==> src/rtl/gpio_irq_pkg.sv <==
package gpio_irq_pkg;
  localparam int CMD_W      = 4;
  localparam int CMD_ACK    = 0;
  localparam int CMD_SET    = 1;
  localparam int CMD_EN_CLR = 2;
  localparam int CMD_EN_SET = 3;
  localparam int RD_ST_BIT  = 0;
  localparam int RD_EN_BIT  = 3;
endpackage

==> src/rtl/gpio_irq_rst_sync.sv <==
module gpio_irq_rst_sync #(
  parameter int STAGES = 2
) (
  input  logic clk,
  input  logic rst_n,
  output logic rst_s_n
);
  logic [STAGES-1:0] sync_q;
  logic [STAGES-1:0] sync_d;

  always_comb begin
    sync_d = {sync_q[STAGES-2:0], 1'b1};
  end

  always_ff @(posedge clk or negedge rst_n) begin
    if (!rst_n) sync_q <= '0;
    else        sync_q <= sync_d;
  end

  assign rst_s_n = sync_q[STAGES-1];
endmodule

==> src/rtl/gpio_irq_detect.sv <==
module gpio_irq_detect (
  input  logic clk,
  input  logic rst_n,
  input  logic pin,
  input  logic invert,
  input  logic det_en,
  input  logic edge_mode,
  output logic evt
);
  logic xin;
  logic hist_q;
  logic hist_d;

  always_comb begin
    xin    = pin ^ invert;
    hist_d = xin;
    if (!det_en)        evt = 1'b0;
    else if (edge_mode) evt = xin & ~hist_q;
    else                evt = xin;
  end

  always_ff @(posedge clk or negedge rst_n) begin
    if (!rst_n) hist_q <= 1'b0;
    else        hist_q <= hist_d;
  end


  edge_once_chk: assert property (@(posedge clk) disable iff (!rst_n)
    (edge_mode && xin) |=> !(edge_mode && evt));
endmodule

==> src/rtl/gpio_irq_line.sv <==
module gpio_irq_line
  import gpio_irq_pkg::*;
(
  input  logic             clk,
  input  logic             rst_n,
  input  logic             evt,
  input  logic             wr_hit,
  input  logic [CMD_W-1:0] wr_cmd,
  output logic             status,
  output logic             enable
);
  logic st_q, st_d, en_q, en_d;
  logic st_set, st_clr, en_set, en_clr;

  always_comb begin
    st_set = evt | (wr_hit & wr_cmd[CMD_SET]);
    st_clr = wr_hit & wr_cmd[CMD_ACK];
    en_set = wr_hit & wr_cmd[CMD_EN_SET];
    en_clr = wr_hit & wr_cmd[CMD_EN_CLR];
    st_d = st_q;
    if (st_clr) st_d = 1'b0;
    if (st_set) st_d = 1'b1;
    en_d = en_q;
    if (en_clr) en_d = 1'b0;
    if (en_set) en_d = 1'b1;
  end

  always_ff @(posedge clk or negedge rst_n) begin
    if (!rst_n) begin
      st_q <= 1'b0;
      en_q <= 1'b0;
    end else begin
      st_q <= st_d;
      en_q <= en_d;
    end
  end

  assign status = st_q;
  assign enable = en_q;


  set_wins_chk: assert property (@(posedge clk) disable iff (!rst_n)
    (evt || (wr_hit && wr_cmd[CMD_SET])) |=> status);

  ack_clears_chk: assert property (@(posedge clk) disable iff (!rst_n)
    (wr_hit && wr_cmd[CMD_ACK] && !wr_cmd[CMD_SET] && !evt) |=> !status);

  en_set_chk: assert property (@(posedge clk) disable iff (!rst_n)
    (wr_hit && wr_cmd[CMD_EN_SET]) |=> enable);

  en_clr_chk: assert property (@(posedge clk) disable iff (!rst_n)
    (wr_hit && wr_cmd[CMD_EN_CLR] && !wr_cmd[CMD_EN_SET]) |=> !enable);

  st_hold_chk: assert property (@(posedge clk) disable iff (!rst_n)
    (!evt && !wr_hit) |=> ($stable(status) && $stable(enable)));
endmodule

==> src/rtl/gpio_irq_ctrl.sv <==
module gpio_irq_ctrl
  import gpio_irq_pkg::*;
#(
  parameter int NLINES = 8,
  parameter int LW     = (NLINES > 1) ? $clog2(NLINES) : 1
) (
  input  logic              clk,
  input  logic              rst_n,
  input  logic [NLINES-1:0] pin_in,
  input  logic [NLINES-1:0] cfg_det_en,
  input  logic [NLINES-1:0] cfg_edge,
  input  logic [NLINES-1:0] cfg_invert,
  input  logic              wr_en,
  input  logic [LW-1:0]     wr_line,
  input  logic [CMD_W-1:0]  wr_cmd,
  input  logic [LW-1:0]     rd_line,
  output logic [CMD_W-1:0]  rd_data,
  output logic [NLINES-1:0] irq
);
  logic              rst_s_n;
  logic [NLINES-1:0] evt;
  logic [NLINES-1:0] st;
  logic [NLINES-1:0] en;

  gpio_irq_rst_sync #(.STAGES(2)) u_rst (
    .clk(clk), .rst_n(rst_n), .rst_s_n(rst_s_n)
  );

  for (genvar i = 0; i < NLINES; i++) begin : g_line
    logic hit;
    assign hit = wr_en && (wr_line == LW'(i));

    gpio_irq_detect u_det (
      .clk(clk), .rst_n(rst_s_n), .pin(pin_in[i]), .invert(cfg_invert[i]),
      .det_en(cfg_det_en[i]), .edge_mode(cfg_edge[i]), .evt(evt[i])
    );

    gpio_irq_line u_reg (
      .clk(clk), .rst_n(rst_s_n), .evt(evt[i]), .wr_hit(hit),
      .wr_cmd(wr_cmd), .status(st[i]), .enable(en[i])
    );
  end

  assign irq = st & en;

  always_comb begin
    rd_data = '0;
    for (int i = 0; i < NLINES; i++) begin
      if (rd_line == LW'(i)) begin
        rd_data[RD_ST_BIT] = st[i];
        rd_data[RD_EN_BIT] = en[i];
      end
    end
  end


  reset_quiet_chk: assert property (@(posedge clk)
    !rst_s_n |=> (irq == '0));
endmodule

==> config.mk <==
export PLATFORM = sky130hd
export DESIGN_NAME = gpio_irq_ctrl
export DESIGN_NICKNAME = d
export VERILOG_FILES = /design/src/rtl/gpio_irq_pkg.sv /design/src/rtl/gpio_irq_rst_sync.sv /design/src/rtl/gpio_irq_detect.sv /design/src/rtl/gpio_irq_line.sv /design/src/rtl/gpio_irq_ctrl.sv
export SDC_FILE = /design/constraint.sdc
export NUM_CORES = 1
export LEC_CHECK = 0
export BUFFER_PORTS_ARGS = -buffer_cell sky130_fd_sc_hd__buf_4
export CORE_MARGIN = 5
export CORE_UTILIZATION = 44
export CTS_BUF_LIST = sky130_fd_sc_hd__clkbuf_16
export CTS_CLUSTER_DIAMETER = 80
export CTS_CLUSTER_SIZE = 16
export DETAILED_ROUTE_END_ITERATION = 16
export GPL_TIMING_DRIVEN = 0
export MAX_ROUTING_LAYER = met4
export PLACE_DENSITY_LB_ADDON = 0.08
export RECOVER_POWER = 100
export SYNTH_ARGS = -nofsm -noshare
export SYNTH_HDL_FRONTEND = slang
export SYNTH_SLANG_ARGS = --single-unit
==> constraint.sdc <==
create_clock -name clk -period 3.65 [get_ports clk]
set_clock_uncertainty 0.15 [all_clocks]
set_input_delay 0.5475 -clock clk [delete_from_list [all_inputs] [get_ports clk]]
set_output_delay 0.5475 -clock clk [all_outputs]
set_load 0.01 [all_outputs]
==> impl_metrics.tcl <==
set metrics [dict create \
    drc 0 \
    max_slew_margin 0.3558 \
    worst-endpoint-arrival_ps 1760 \
    static-leakage-power_nw 0.8362 \
    worstPathCellList "clkbuf_1 -> mux4_1 -> mux2_2 -> buf_4" \
    routed-via-count 1096 \
    layout_overhead_on_the_synthesized_area_pct 35.28 \
    worst_setup_path_start_kind "primary input" \
    worst_hold_path.num_cells 0 \
    core.rowCount 20 \
    avg_cell_area_syn_um2 11.84 \
    drive_above_1_share 0.3054 \
    synth_simple_gate_area_frac 0.2189 \
    compound_gate_portion_of_the_synthesized_area 0.1132 \
    synth_edf_count 0 \
    placedInstanceArea_um2 1747 \
    grt_setup_unrepaired "false" \
    grt_pass1_vias 1141 \
    port_buffers 50 \
    hold_path_endpoint "u_rst.sync_q[1]" \
    synth_top_cell_by_area "dfrtp_1" \
    fin_crit_ps 2454 \
    worst_skew_pair.late_latency_ps 260 \
    reg2reg_slack_ps 2510 \
    timing.hold.ws_ps 207.9 \
    report.final.setup_viol 0 \
    worst_hold_startpoint "u_rst.sync_q[0]" \
    clk_root_buffer_cell "clkbuf_16" \
    n_antenna_cell 0 \
    required_arrival_time_at_the_worst_endpoint_ps 2950 \
    die_width_um 64.90 \
    cts.reportedPaths.clkPinSlew_ps 60 \
    report.final.slew_viol_count 0 \
    detailedRoute.firstPassIterationCount 4 \
    hpwl_detailed_um 2419 \
    avgViaCountPerCell 5.480 \
    peak_supply_drop_mv 0.2235 \
    synth_top_cells_by_area "dfrtp_1, mux4_1, nand2_1" \
    post_synth_instance_area_um2 1326 \
    post_synth_num_cell_types 17 \
    dr.first_iter.drc_count 44 \
    ctsHoldBuffers 1 \
    totalNegativeSetupSlack_ps 0 \
    synth_largest_type_area_fraction 0.4906 \
    actual_slew_at_the_worst_max_slew_pin_ps 966.3 \
    crit_path_max_incr_delay_ps 580 \
    hold_path_class "flop to flop" \
    critPathSlowestCell "mux4_1" \
    post-cts-setup-buffers 0 \
    critical_path.reg2reg.endpoint "g_line[4].u_det.hist_q" \
    dominantRegCellSynth "dfrtp_1" \
    cts_resized 0 \
    power_density_nw_per_um2 430.9 \
    share_of_the_cycle_needed_by_the_critical_path_after_routing 0.6722 \
    starting_density_of_the_core 0.4454 \
    drt-total-wl_um 3106 \
    grt_antenna_before_repair 0 \
    postRouteAntennaNets 0 \
    yosys-top-cells-count "dfrtp_1, nand2_1" \
    die_height_um 64.90 \
    io-pin-count 57 \
    htree_levels 1 \
    cts_inserted_buffers 3 \
    synth-seq-area-share 0.4906 \
    flip_flop_and_latch_count_after_synthesis 26 \
    critical_path_peak_fanout 4 \
    worst-r2r-cell-count 0 \
    async_flop_share 1.000 \
    worst_setup_ep_type "output port" \
    final_cell_area_um2 1794 \
    synth-adder-area-share 0 \
    clock_sinks 26 \
    die-area_um2 4212 \
    grt_first_pass_wirelength_um 5354 \
    setup.worst_path.class "primary input to output port" \
    synth-warning-count 0 \
    number_of_cells_produced_by_synthesis 112 \
    grt_remaining_overflow 0 \
    run_status "complete, no violations" \
    report.final.hold_viol_count 0 \
    gp_routability_congestion 0.7405 \
    grt_usage 0.1713 \
    synth_xor_xnor_area_share 0.05283 \
    grt_max_degree 25 \
    cts-root-to-sink-buffers 2 \
    final_stage_net_count 214 \
    num-fill-cells 264 \
    routed_wl_per_cell_um 15.53 \
    achievable-frequency_ghz 0.4076 \
    timing.rr.start "u_rst.sync_q[1]" \
    main_combinational_cell_family_by_area_after_synthesis "simple AND/OR/NAND/NOR gates" \
    cap_violations 0 \
    yosys-mux-area-fraction 0.09623 \
    cts_tree "yes" \
    synth_most_common_cell "dfrtp_1" \
    floorplan.core_area_um2 2978 \
]
registers in the layout, summed over array words and instances, names as in the netlist:
register             count
g_line.u_det.hist_q      8
g_line.u_reg.enable      8
g_line.u_reg.status      8
u_rst.sync_q             2
per-layer routing:
metal  routed length [µm]  track usage
met5                    0            -
met4                   61      0.07124
met3                  221      0.02946
met2                 1493       0.2708
met1                 1330       0.2180
through the flow:
| stage | total power [W] | util | instances | setup slack (ps) |
|---|---|---|---|---|
| 2_1_floorplan | 0.0004501 | - | 113 | 1603 |
| 3_3_place_gp | 0.0005473 | 0.5866 | 196 | 1307 |
| 3_5_place_dp | 0.0005537 | 0.5866 | 196 | 1312 |
| 4_1_cts | 0.0007933 | 0.6151 | 200 | 1307 |
| 5_1_grt | 0.0008180 | 0.6025 | 200 | 1129 |
| 6_report | 0.0007731 | 0.6025 | 200 | 1196 |
layout make-up:
cell class / count / area [µm²] / area share
plain buffers: 6 / 30.03 / 0.01674
clock buffers: 3 / 75.07 / 0.04184
multi-input cells: 81 / 634.4 / 0.3536
repair buffers: 51 / 362.8 / 0.2022
flip-flops and latches: 26 / 650.6 / 0.3626
well taps: 33 / 41.29 / 0.02301
cell usage in the layout, fill, tap and decap left out:
cell / n
buf_4: 38
dfrtp_1: 26
nand2_1: 24
xor2_1: 8
clkbuf_1: 8
and3_1: 8
a221o_1: 8
a22o_1: 8
clkbuf_4: 8
and2_0: 6
mux4_1: 4
and4b_1: 3
and4bb_1: 3
conb_1: 3
clkbuf_16: 3
mux2_2: 2
buf_1: 2
and2_1: 2
nor4b_1: 1
and4_1: 1
dlygate4sd3_1: 1
power by group:
group / total, W / switching (W) / internal (W)
sequential: 0.000357 / 0.0000299 / 0.000327
combinational: 0.000179 / 0.0000687 / 0.000111
clock: 0.000237 / 0.0000917 / 0.000145
total: 0.000773 / 0.000190 / 0.000583
worst max path at each step:
stage	startpoint	endpoint	slack, ps	cells past startpoint
global placement	rd_line[0]	rd_data[0]	1310	4
detailed placement	rd_line[0]	rd_data[0]	1310	4
global route	rd_line[0]	rd_data[0]	1130	4
floorplan	rd_line[0]	rd_data[0]	1600	2
finish	rd_line[0]	rd_data[3]	1200	4
CTS	rd_line[0]	rd_data[0]	1310	4
cell families (layout without fill, tap and decap cells):
logic type,count (synthesis),count (layout)
other cells,2,3
buf+inv,6,60
compound gates,16,16
simple gates,48,48
mux,6,6
xor+xnor,8,8
flops,26,26
worst max-delay path: cells and delay by family:
| family | cells | cell delay [ps] |
|---|---|---|
| multiplexers | 2 | 850 |
| buffers and inverters | 2 | 350 |
No activity file was read; power rests on OpenSTA's default activity.
